[src/rtl/ldm_seq_pkg.sv]
package ldm_seq_pkg;

    localparam int NREG    = 16;
    localparam int REGW    = $clog2(NREG);
    localparam int RIDW    = REGW + 1;
    localparam int CNTW    = $clog2(NREG + 1);
    localparam int IMMW    = $clog2(NREG * 4) + 1;
    localparam int PC_IDX  = NREG - 1;
    localparam int SP_IDX  = 13;

    localparam logic [RIDW-1:0] SCR0 = RIDW'(NREG);
    localparam logic [RIDW-1:0] SCR1 = RIDW'(NREG + 1);

    typedef enum logic [2:0] {
        OP_ADDI    = 3'd0,
        OP_SUBI    = 3'd1,
        OP_LOAD    = 3'd2,
        OP_LOADRET = 3'd3,
        OP_STORE   = 3'd4,
        OP_MOV     = 3'd5,
        OP_MOVRET  = 3'd6
    } op_e;

    typedef enum logic [2:0] {
        ST_IDLE,
        ST_COPY,
        ST_MEM,
        ST_WB,
        ST_MOV
    } st_e;

    typedef struct packed {
        op_e             op;
        logic [RIDW-1:0] dst;
        logic [RIDW-1:0] src;
        logic [IMMW-1:0] imm;
        logic            up;
        logic            usr;
        logic            ctrl;
        logic            ret;
        logic            last;
    } uop_t;

    typedef struct packed {
        logic [REGW-1:0] base;
        logic            load;
        logic            wb;
        logic            asc;
        logic            exret;
        logic            fuser;
        logic [CNTW-1:0] total;
    } ctx_t;

    function automatic logic [IMMW-1:0] mem_offset(input logic asc,
                                                   input logic [CNTW-1:0] total,
                                                   input logic [CNTW-1:0] idx);
        logic [CNTW-1:0] slot;
        slot = asc ? idx : (total - idx - CNTW'(1));
        return IMMW'(slot) << 2;
    endfunction

    function automatic logic [IMMW-1:0] wb_amount(input logic [CNTW-1:0] total);
        return IMMW'(total) << 2;
    endfunction

endpackage

[src/rtl/ldm_lsb_pick.sv]
module ldm_lsb_pick #(
    parameter int N = 16,
    parameter int W = $clog2(N)
) (
    input  logic [N-1:0] vec,
    output logic [W-1:0] pos,
    output logic         any,
    output logic [N-1:0] rest
);
    always_comb begin
        pos = '0;
        any = 1'b0;
        for (int i = N - 1; i >= 0; i--) begin
            if (vec[i]) begin
                pos = W'(i);
                any = 1'b1;
            end
        end
    end

    assign rest = vec & (vec - N'(1));
endmodule

[src/rtl/ldm_uop_form.sv]
module ldm_uop_form
    import ldm_seq_pkg::*;
(
    input  st_e              st,
    input  ctx_t             ctx,
    input  logic [REGW-1:0]  cur_reg,
    input  logic [CNTW-1:0]  remain,
    input  logic [CNTW-1:0]  idx,
    input  logic [REGW-1:0]  last_reg,
    output uop_t             uop
);
    logic            last_mem;
    logic [RIDW-1:0] cur_id;
    logic [RIDW-1:0] base_id;
    logic [RIDW-1:0] last_id;

    assign last_mem = (remain == CNTW'(1));
    assign cur_id   = {1'b0, cur_reg};
    assign base_id  = {1'b0, ctx.base};
    assign last_id  = {1'b0, last_reg};

    always_comb begin
        uop = '0;
        uop.op = OP_ADDI;
        unique case (st)
            ST_COPY: begin
                uop.op   = OP_ADDI;
                uop.dst  = SCR0;
                uop.src  = base_id;
                uop.imm  = '0;
                uop.last = (ctx.total == '0);
            end
            ST_MEM: begin
                uop.src  = SCR0;
                uop.imm  = mem_offset(ctx.asc, ctx.total, idx);
                uop.up   = ctx.asc;
                uop.last = last_mem && !ctx.wb;
                if (ctx.load) begin
                    if (ctx.wb && last_mem) begin
                        uop.op  = OP_LOAD;
                        uop.dst = SCR1;
                    end else if (ctx.exret && cur_reg == REGW'(PC_IDX)) begin
                        uop.op  = OP_LOADRET;
                        uop.dst = cur_id;
                        uop.usr = ctx.fuser;
                    end else begin
                        uop.op  = OP_LOAD;
                        uop.dst = cur_id;
                        uop.usr = ctx.fuser;
                    end
                end else begin
                    uop.op  = OP_STORE;
                    uop.dst = cur_id;
                    uop.usr = ctx.fuser;
                end
            end
            ST_WB: begin
                uop.op   = ctx.asc ? OP_ADDI : OP_SUBI;
                uop.dst  = base_id;
                uop.src  = base_id;
                uop.imm  = wb_amount(ctx.total);
                uop.up   = ctx.asc;
                uop.last = !ctx.load;
            end
            ST_MOV: begin
                uop.src  = SCR1;
                uop.last = 1'b1;
                if (ctx.exret) begin
                    uop.op  = OP_MOVRET;
                    uop.dst = RIDW'(PC_IDX);
                end else begin
                    uop.op   = OP_MOV;
                    uop.dst  = last_id;
                    uop.usr  = ctx.fuser;
                    uop.ctrl = (last_reg == REGW'(PC_IDX));
                    uop.ret  = (last_reg == REGW'(PC_IDX)) &&
                               (ctx.base == REGW'(SP_IDX));
                end
            end
            default: begin
                uop = '0;
                uop.op = OP_ADDI;
            end
        endcase
    end
endmodule

[src/rtl/ldm_seq.sv]
module ldm_seq
    import ldm_seq_pkg::*;
(
    input  logic        clk,
    input  logic        rst,
    input  logic        start,
    input  logic [15:0] reg_list,
    input  logic [3:0]  base_reg,
    input  logic        is_load,
    input  logic        wback,
    input  logic        ascend,
    input  logic        user_mode,
    output logic        busy,
    output logic        uop_valid,
    input  logic        uop_ready,
    output logic [2:0]  uop_op,
    output logic [4:0]  uop_dst,
    output logic [4:0]  uop_src,
    output logic [6:0]  uop_imm,
    output logic        uop_up,
    output logic        uop_usr,
    output logic        uop_ctrl,
    output logic        uop_ret,
    output logic        uop_last
);
    st_e             st_q;
    ctx_t            ctx_q;
    logic [NREG-1:0] list_q;
    logic [CNTW-1:0] remain_q;
    logic [CNTW-1:0] idx_q;
    logic [REGW-1:0] last_q;

    logic [REGW-1:0] cur_reg;
    logic            cur_any;
    logic [NREG-1:0] list_rest;
    logic [CNTW-1:0] in_count;
    logic            accept;
    logic            fire;
    uop_t            uop;

    ldm_lsb_pick #(.N(NREG), .W(REGW)) u_pick (
        .vec  (list_q),
        .pos  (cur_reg),
        .any  (cur_any),
        .rest (list_rest)
    );

    ldm_uop_form u_form (
        .st       (st_q),
        .ctx      (ctx_q),
        .cur_reg  (cur_reg),
        .remain   (remain_q),
        .idx      (idx_q),
        .last_reg (last_q),
        .uop      (uop)
    );

    assign in_count  = CNTW'($countones(reg_list));
    assign uop_valid = (st_q != ST_IDLE);
    assign busy      = uop_valid;
    assign accept    = start && !busy;
    assign fire      = uop_valid && uop_ready;

    always_ff @(posedge clk) begin
        if (rst) begin
            st_q     <= ST_IDLE;
            ctx_q    <= '0;
            list_q   <= '0;
            remain_q <= '0;
            idx_q    <= '0;
            last_q   <= '0;
        end else begin
            unique case (st_q)
                ST_IDLE: begin
                    if (accept) begin
                        ctx_q.base  <= base_reg;
                        ctx_q.load  <= is_load;
                        ctx_q.wb    <= wback;
                        ctx_q.asc   <= ascend;
                        ctx_q.exret <= is_load && user_mode && reg_list[PC_IDX];
                        ctx_q.fuser <= user_mode && !reg_list[PC_IDX];
                        ctx_q.total <= in_count;
                        list_q      <= reg_list;
                        remain_q    <= in_count;
                        idx_q       <= '0;
                        st_q        <= ST_COPY;
                    end
                end
                ST_COPY: begin
                    if (fire) st_q <= (ctx_q.total == '0) ? ST_IDLE : ST_MEM;
                end
                ST_MEM: begin
                    if (fire && cur_any) begin
                        list_q   <= list_rest;
                        remain_q <= remain_q - CNTW'(1);
                        idx_q    <= idx_q + CNTW'(1);
                        last_q   <= cur_reg;
                        if (remain_q == CNTW'(1))
                            st_q <= ctx_q.wb ? ST_WB : ST_IDLE;
                    end
                end
                ST_WB: begin
                    if (fire) st_q <= ctx_q.load ? ST_MOV : ST_IDLE;
                end
                ST_MOV: begin
                    if (fire) st_q <= ST_IDLE;
                end
                default: st_q <= ST_IDLE;
            endcase
        end
    end

    assign uop_op   = uop.op;
    assign uop_dst  = uop.dst;
    assign uop_src  = uop.src;
    assign uop_imm  = uop.imm;
    assign uop_up   = uop.up;
    assign uop_usr  = uop.usr;
    assign uop_ctrl = uop.ctrl;
    assign uop_ret  = uop.ret;
    assign uop_last = uop.last;
endmodule

[config.mk]
export PLATFORM = sky130hd
export DESIGN_NAME = ldm_seq
export DESIGN_NICKNAME = d
export VERILOG_FILES = /design/src/rtl/ldm_seq_pkg.sv /design/src/rtl/ldm_lsb_pick.sv /design/src/rtl/ldm_uop_form.sv /design/src/rtl/ldm_seq.sv
export SDC_FILE = /design/constraint.sdc
export NUM_CORES = 1
export LEC_CHECK = 0
export ABC_CLOCK_PERIOD_IN_PS = 8390
export CORE_MARGIN = 1
export CORE_UTILIZATION = 30
export DETAILED_ROUTE_END_ITERATION = 7
export GPL_TIMING_DRIVEN = 1
export PLACE_DENSITY = 0.52
export SYNTH_ARGS = -nofsm -noshare
export SYNTH_HDL_FRONTEND = slang
export SYNTH_SLANG_ARGS = --single-unit
[constraint.sdc]
create_clock -name clk -period 8.39 [get_ports clk]
set_clock_uncertainty 0.15 [all_clocks]
set_input_delay 0.839 -clock clk [delete_from_list [all_inputs] [get_ports clk]]
set_output_delay 0.839 -clock clk [all_outputs]
set_load 0.02 [all_outputs]
Word level (Yosys, flattened, before mapping)
Index checks and enable logic that the tools add are counted.
Cells by class
  $add $sub $neg: 20
  equal/unequal tests: 14
  multiplexer cells: 66
  bitwise operators: 1
  reduce and logical (&&, ||, !) cells: 23
Operator list (number)
  $mux 4: 16
  $pmux 13 s4: 1
  $mux 16: 2
  $pmux 16 s2: 1
  $mux 5: 5
  $mux 3: 8
  $mux 1: 20
  $pmux 5 s2: 2
  $add 1x1->2: 8
  $and 16x16->16: 1
  $mux 8: 2
  $sub 16x1->16 const B: 1
  $pmux 3 s5: 1
  $pmux 7 s2: 1
  $add 2x2->3: 4
  $eq 4x4->1 const B: 3
  $logic_and 1x1->1: 10
  $ne 2x2->1 const B: 5
  $sub 5x1->5 const B: 2
  $add 3x3->4: 2
  $mux 7: 1
  $eq 3x2->1 const B: 2
  $mux 2: 3
  $mux 6: 1
  other kinds (18): 22
Word-level totals
  flip-flop bits (word level): 47
  bits of input ports: 28
  logic and storage cells: 136

Longest topological paths before layout
Gate-level depths: netlist (run 1).
  word-level depth: 22
  mapped depth: 14
  gate-level depth less buffers: 14

Hierarchy
From an unflattened synthesis (run 1), not the netlist that was laid out.
Unflattened totals
  cell total of the unflattened synthesis: 465
  area total of the unflattened synthesis: 3575.9 um2
Modules (own cells, without submodules)
  ldm_seq: times used 1, cells an instance 312, area an instance 2552.4 um2, seq. area each 940.9 um2
  ldm_uop_form: times used 1, cells an instance 101, area an instance 678.2 um2, seq. area each 0.0 um2
  ldm_lsb_pick: times used 1, cells an instance 52, area an instance 345.3 um2, seq. area each 0.0 um2

Least setup slack after synthesis (run 1)
Ideal clock, no wire load.
  path kind: input -> register
  start: input port reg_list[0]
  end: register ctx_q[4] (netlist bit)
  arrival time: 3.987 ns
  required time: 8.170 ns
  setup slack: 4.182 ns
  cell stages on the path: 13
  buffers on the path: 0
  path through: fa_1 inv_1 fa_1 fa_1 fa_1 inv_1 ha_1 inv_1 fa_1 nor2b_1 o21ai_0 or2_2 a21oi_1
On the way
  word-level cells in the longest chain between the ends: 4
RTL lines
  start, declared: RTL line ldm_seq.sv:7  | input logic [15:0] reg_list,
  $add 1x1->2 (not written as such): RTL line ldm_seq.sv:58  | assign in_count = CNTW'($countones(reg_list));
  $add 2x2->3 (not written as such): RTL line ldm_seq.sv:58
  $add 3x3->4 (not written as such): RTL line ldm_seq.sv:58
  $add 4x4->5 (not written as such): RTL line ldm_seq.sv:58
  end, declared: RTL line ldm_seq.sv:27  | ctx_t ctx_q;
No other way between the ends.
A chain may end at the register's enable or synchronous reset.

Worst setup path in the final report (run 1)
Ends and elaborated chain as after synthesis.

==> results of run 1 <==
[cells in the final DEF, fill, tap and decap left out, drive strengths merged, types with 3 or more instances in the layout]
master,netlist,final
xnor2,4,4
nor2b,8,8
nor2,46,46
or4,4,4
a32oi,3,3
xor2,3,3
inv,31,32
nand3,7,7
nand2,57,57
o21ai,23,23
ha,12,12
a221o,3,3
o22ai,3,3
a21oi,31,31
o31ai,4,4
dfxtp,47,47
clkdlybuf4s50,0,51
a21o,4,4
nand3b,4,4
o21bai,3,3
nor4,6,6
nand4,3,3
mux2i,5,5
or3,3,3
fa,11,11
buf,13,3
a211oi,12,12
and2,8,8
nor3,14,14
clkbuf,14,5
[critical path, cell delays in order]
cell	delay, ns
clkdlybuf4s50_1	0.46
fa_1	0.57
inv_1	0.07
fa_1	0.48
fa_1	0.54
fa_1	0.41
inv_1	0.07
ha_1	0.16
inv_1	0.05
fa_1	0.39
nor2b_1	0.11
o21ai_0	0.10
or2_2	0.28
a21oi_1	0.11
[kinds of logic (layout without fill, tap and decap cells)]
| kind of cell | after synthesis | in the layout | share of synthesized area (%) |
|---|---|---|---|
| buf+inv | 58 | 93 | 7.98 |
| fa+ha+maj | 23 | 23 | 11.0 |
| simple gates | 172 | 172 | 26.1 |
| compound gates | 108 | 108 | 22.8 |
| mux | 7 | 7 | 2.16 |
| xor+xnor | 7 | 7 | 1.83 |
| flops | 47 | 47 | 28.0 |
| other cells | 1 | 2 | 0.112 |
[sequential cells by signal (all words and copies together) (netlist names)]
name,count
idx_q,5
last_q,4
st_q,3
remain_q,5
list_q,16
ctx_q,14
[final timing paths]
path | start | end | slack (ns) | cells after the start
max reg2reg | st_q[1] | remain_q[3] | 5.49 | 5
min reg2reg | ctx_q[5] | ctx_q[5] | 0.33 | 2
max | reg_list[0] | ctx_q[4] | 3.82 | 14
min | ctx_q[5] | ctx_q[5] | 0.33 | 2
[stage by stage]
step                util, %  instance area (µm²)  std cells
floorplan                 -                 3360        424
global placement       35.9                 3910        591
detailed placement     35.9                 3910        591
CTS                    37.0                 4030        599
global route           37.0                 4030        599
finish                 37.0                 4030        599
[layer usage]
layer	up-vias	track usage [%]	share of wire, %
li1	1546	-	-
met1	1458	23.7	47
met2	70	30.0	48
met3	4	2.97	5.0
met4	0	3.13	0.46
met5	-	0	0
[final cells by class]
| cell class | count | area share (%) |
|---|---|---|
| Tap cell | 140 | 4.35 |
| Sequential cell | 47 | 23.4 |
| Clock buffer | 5 | 1.71 |
| Multi-Input combinational cell | 319 | 53.4 |
| Inverter | 31 | 2.89 |
| Clock inverter | 3 | 1.15 |
| Timing Repair Buffer | 54 | 13.2 |
[power by group]
part | total (mW) | internal, mW | switching [mW]
registers | 0.310 | 0.257 | 0.0530
clock network | 0.174 | 0.0899 | 0.0846
logic | 0.434 | 0.193 | 0.242
==> results.yml, run 1 <==
outcome:
  outcome: "finished clean"
place:
  dp_hpwl_um: 7130
  io_buffers: 52
  pre_cts_ws_ns: 3.48
  globalplace.congestion: 0.857
worst_setup_path:
  critPathCaptureType: "register"
  startpoint_type: "input port"
  cp_max_fo: 2
  crit_type: "in2reg"
  required_ns: 8.46
  crit_arrival_ns: 4.64
sta:
  tns_ns: 0
  setup_viol: 0
  period_minus_slack_ns: 4.57
  timing.final.ws_setup_ns: 3.82
  rsz0062_at_grt: "no"
  slew_headroom_pct: 32.0
  worst_pin_slew_ns: 1.02
  finalMaxSlewViolations: 0
  hold_viol: 0
  fmax_ghz: 0.219
  holdWs_ns: 0.328
  fin_crit_sh_pct: 54.5
final_layout:
  fillers: 1158
  nNetsFinal: 509
  multiInputGateArea_um2: 2150
  n_antenna_cell: 0
  syn_to_final_growth_pct: 20.1
  seqCellArea_um2: 941
  drive_gt1_share_pct: 7.19
logic_synthesis:
  yosysMostFrequentCell: "nand2_1"
  synthTopCellsByArea: "dfxtp_1 (28%), fa_1 (6.6%), nand2_1 (6.4%)"
  yosysTopAreaCell: "dfxtp_1"
  synthFlopType: "dfxtp_1"
  syn_inst: 423
  ys_types: 67
  netlist.area_leader.share_pct: 28.0
  ys_ff_latch: 47
  async_flop_share_pct: 0
  ys_warn_count: 0
  ys_seq_area_share_pct: 28.0
  synth_common_cells: "nand2_1 (57), dfxtp_1 (47), nor2_1 (46)"
  syn-cell-area_um2: 3350
  synth.avg_cell_area_um2: 7.93
  synth-edff-count: 0
clock_network:
  post-cts-setup-buffers: 0
  clock_latency_ns: 0.31
  cts_hold_buf: 0
  cts_buffers: 5
  cts_sinks: 47
  clock_path_buffers: 2
  cts_tree: "done"
  cts_resized: 0
  path_clk_slew_ns: 0.10
  htreeDepth: 2
  root_buffer: "clkbuf_8"
die:
  coreArea_um2: 10900
  fp-row-count: 38
  dieArea_um2: 11600
  start_util_pct: 30.8
  die_h_um: 108
  io_pins: 55
  fp.dieW_um: 108
grt:
  overflow: 0
  grt_usage_pct: 17.7
  grt_pass1_vias: 3106
  grt_max_degree: 48
  grt_pass1_wl_um: 16000
  antenna_found_initial: 0
route:
  dr.pass1.iters: 4
  ant_nets: 0
  drt-initial-drc-count: 115
  wl_um: 9630
  wl_per_cell_um: 16.1
  vias: 3078
  drcViolationCount: 0
  routed_via_density: 5.14
power_and_ir_drop:
  p_total_mw: 0.919
  ir_drop_v: 0.000105
  p_leak_nw: 1.47
  power_density_nw_per_um2: 228
hold_path:
  hp-class: "reg2reg"
run:
  cap_viol_max_count: 0
Note: power is estimated with default switching activity, not from simulation.
==> inputs of run 2 (changes only) <==
--- a/config.mk
+++ b/config.mk
@@ -5,12 +5,12 @@
 export SDC_FILE = /design/constraint.sdc
 export NUM_CORES = 1
 export LEC_CHECK = 0
-export ABC_CLOCK_PERIOD_IN_PS = 8390
+export ABC_CLOCK_PERIOD_IN_PS = 3700
 export CORE_MARGIN = 1
 export CORE_UTILIZATION = 30
 export DETAILED_ROUTE_END_ITERATION = 7
 export GPL_TIMING_DRIVEN = 1
-export PLACE_DENSITY = 0.52
+export PLACE_DENSITY = 0.54
 export SYNTH_ARGS = -nofsm -noshare
 export SYNTH_HDL_FRONTEND = slang
 export SYNTH_SLANG_ARGS = --single-unit
==> constraint.sdc (replaced) <==
create_clock -name clk -period 3.7 [get_ports clk]
set_clock_uncertainty 0.15 [all_clocks]
set_input_delay 0.37 -clock clk [delete_from_list [all_inputs] [get_ports clk]]
set_output_delay 0.37 -clock clk [all_outputs]
set_load 0.02 [all_outputs]
==> run 2 against run 1 <==
Compared with the run above: global-route usage fell by 0.33 points; sequential share of layout area down 0.72 points; clock power is 130% higher; combinational power grew 150%; power rose by 140%; clock-buffer cell count is the same; via count grew 4.3%; non-clock buffer count is 17 higher; register-to-register slack worse by 4.3 ns; first-iteration DRC count up 30%.
==> results.yml, run 2 (synthesis gave the netlist of run 1 again) <==
die:
  dieArea_um2: 11600
  io_pins: 55
  die_h_um: 108
  fp.dieW_um: 108
  start_util_pct: 30.8
  coreArea_um2: 10900
  fp-row-count: 38
outcome:
  outcome: "finished clean"
clock_network:
  cts_tree: "done"
  clock_path_buffers: 2
  htreeDepth: 2
  path_clk_slew_ns: 0.10
  cts_sinks: 47
  clock_latency_ns: 0.31
  root_buffer: "clkbuf_8"
  cts_buffers: 5
  cts_hold_buf: 0
grt:
  antenna_found_initial: 0
  overflow: 0
  grt_usage_pct: 17.4
  grt_pass1_vias: 3147
  grt_max_degree: 48
  grt_pass1_wl_um: 15800
final_layout:
  n_antenna_cell: 0
  syn_to_final_growth_pct: 23.9
  final_common_cell: "nand2_1"
  final_area_um2: 4160
  top_regs: "list_q: 16 flops, ctx_q: 14 flops"
  nNetsFinal: 526
  drive_gt1_share_pct: 14.1
  largest_reg_flops: 16
  final_cell_mix: "nand2_1 (57), dfxtp_1 (47), nor2_1 (46), clkdlybuf4s50_1 (42), a21oi_1 (29)"
  regMostFlops: "list_q"
hold_path:
  hp-class: "in2reg"
sta:
  fin_crit_sh_pct: 98.3
  tns_ns: 0
  holdWs_ns: 0.197
  rsz0062_at_grt: "yes"
  slew_headroom_pct: 28.3
  period_minus_slack_ns: 3.64
  fmax_ghz: 0.275
  finalMaxSlewViolations: 0
  timing.final.ws_setup_ns: 0.0629
  worst_pin_slew_ns: 1.08
  setup_viol: 0
  hold_viol: 0
route:
  drcViolationCount: 0
  vias: 3209
  wl_per_cell_um: 15.5
  wl_um: 9570
  ant_nets: 0
  routed_via_density: 5.21
  dr.pass1.iters: 4
  drt-initial-drc-count: 149
place:
  dp_hpwl_um: 7000
  placed_cell_area_um2: 4030
  pre_cts_ws_ns: -0.733
  globalplace.congestion: 0.862
  io_buffers: 52
worst_setup_path:
  crit_type: "in2reg"
  critPathCaptureType: "register"
  crit_slowest_cell: "fa_1"
  crit_top_cell: "fa_1"
  critPathMaxStageDelay_ns: 0.54
  required_ns: 3.78
  cp_cell_sequence: "buf_8 -> fa_1 -> inv_1 -> fa_1 -> fa_1 -> fa_1 -> inv_1 -> ha_2 -> inv_2 -> fa_2 -> nor2b_1 -> o21ai_1 -> or2_4 -> a21oi_2"
  startpoint_type: "input port"
  cp_max_fo: 2
  path_delay_family: "adder cells"
  crit_arrival_ns: 3.72
  crit_buf_inv: 4
power_and_ir_drop:
  power_density_nw_per_um2: 521
  p_leak_nw: 1.56
  ir_drop_v: 0.000190
  p_total_mw: 2.17
run:
  cap_viol_max_count: 0
run 2: cell count changes in the layout (fill, tap and decap cells not counted), moves of 3 or more:
cell	change
buf_2	+5
buf_4	+17
buf_6	+3
clkdlybuf4s50_1	-9
inv_1	-4
inv_2	+4
run 2: area by class of cell:
class | instances | area (µm²)
fillers | 1121 | 6730
multi-input cells | 319 | 2160
flip-flops and latches | 47 | 941
repair buffers | 71 | 642
well taps | 140 | 175
inverters | 31 | 116
clock buffers | 5 | 68.8
clock inverters | 3 | 47.5
run 2: worst paths after layout:
| check | start | to | slack, ns | depth (start not counted) |
|---|---|---|---|---|
| min reg2reg | ctx_q[5] | ctx_q[5] | 0.31 | 2 |
| max | reg_list[1] | ctx_q[4] | 0.06 | 14 |
| max reg2reg | st_q[1] | list_q[13] | 1.21 | 6 |
| min | reg_list[0] | list_q[0] | 0.20 | 3 |
run 2: repair_timing:
| action | CTS | global route |
|---|---|---|
| pin swaps | 10 | 11 |
| buffers inserted | 1 | 1 |
| resized for setup | 48 | 4 |
| setup endpoints to repair | 8 | 6 |
run 2: per-stage QoR:
stage,cells,utilization (%)
after global routing,616,38.2
after floorplan,424,-
final,616,38.2
after detailed placement,606,37.0
after CTS,615,38.0
after global placement,606,37.0
run 2: report_power, final:
part / internal, mW / total (mW) / switching [mW]
Clock: 0.205 / 0.402 / 0.197
Combinational: 0.493 / 1.07 / 0.575
Sequential: 0.583 / 0.695 / 0.112
Total: 1.28 / 2.17 / 0.884
run 2: worst reg2reg max path, delay by kind of cell (launching register included):
kind	cells	cell delay, ns
and+or+nand+nor	2	0.77
buffers and inverters	2	0.52
AOI/OAI and AO/OA	2	0.26
DFF	1	0.63
run 2: metal layers:
layer | share of wire (%) | track usage (%) | vias up
li1 | - | - | 1581
met2 | 48 | 30.0 | 66
met3 | 4.1 | 2.00 | 5
met4 | 0.93 | 4.70 | 0
met5 | 0 | 0 | -
met1 | 47 | 22.8 | 1557
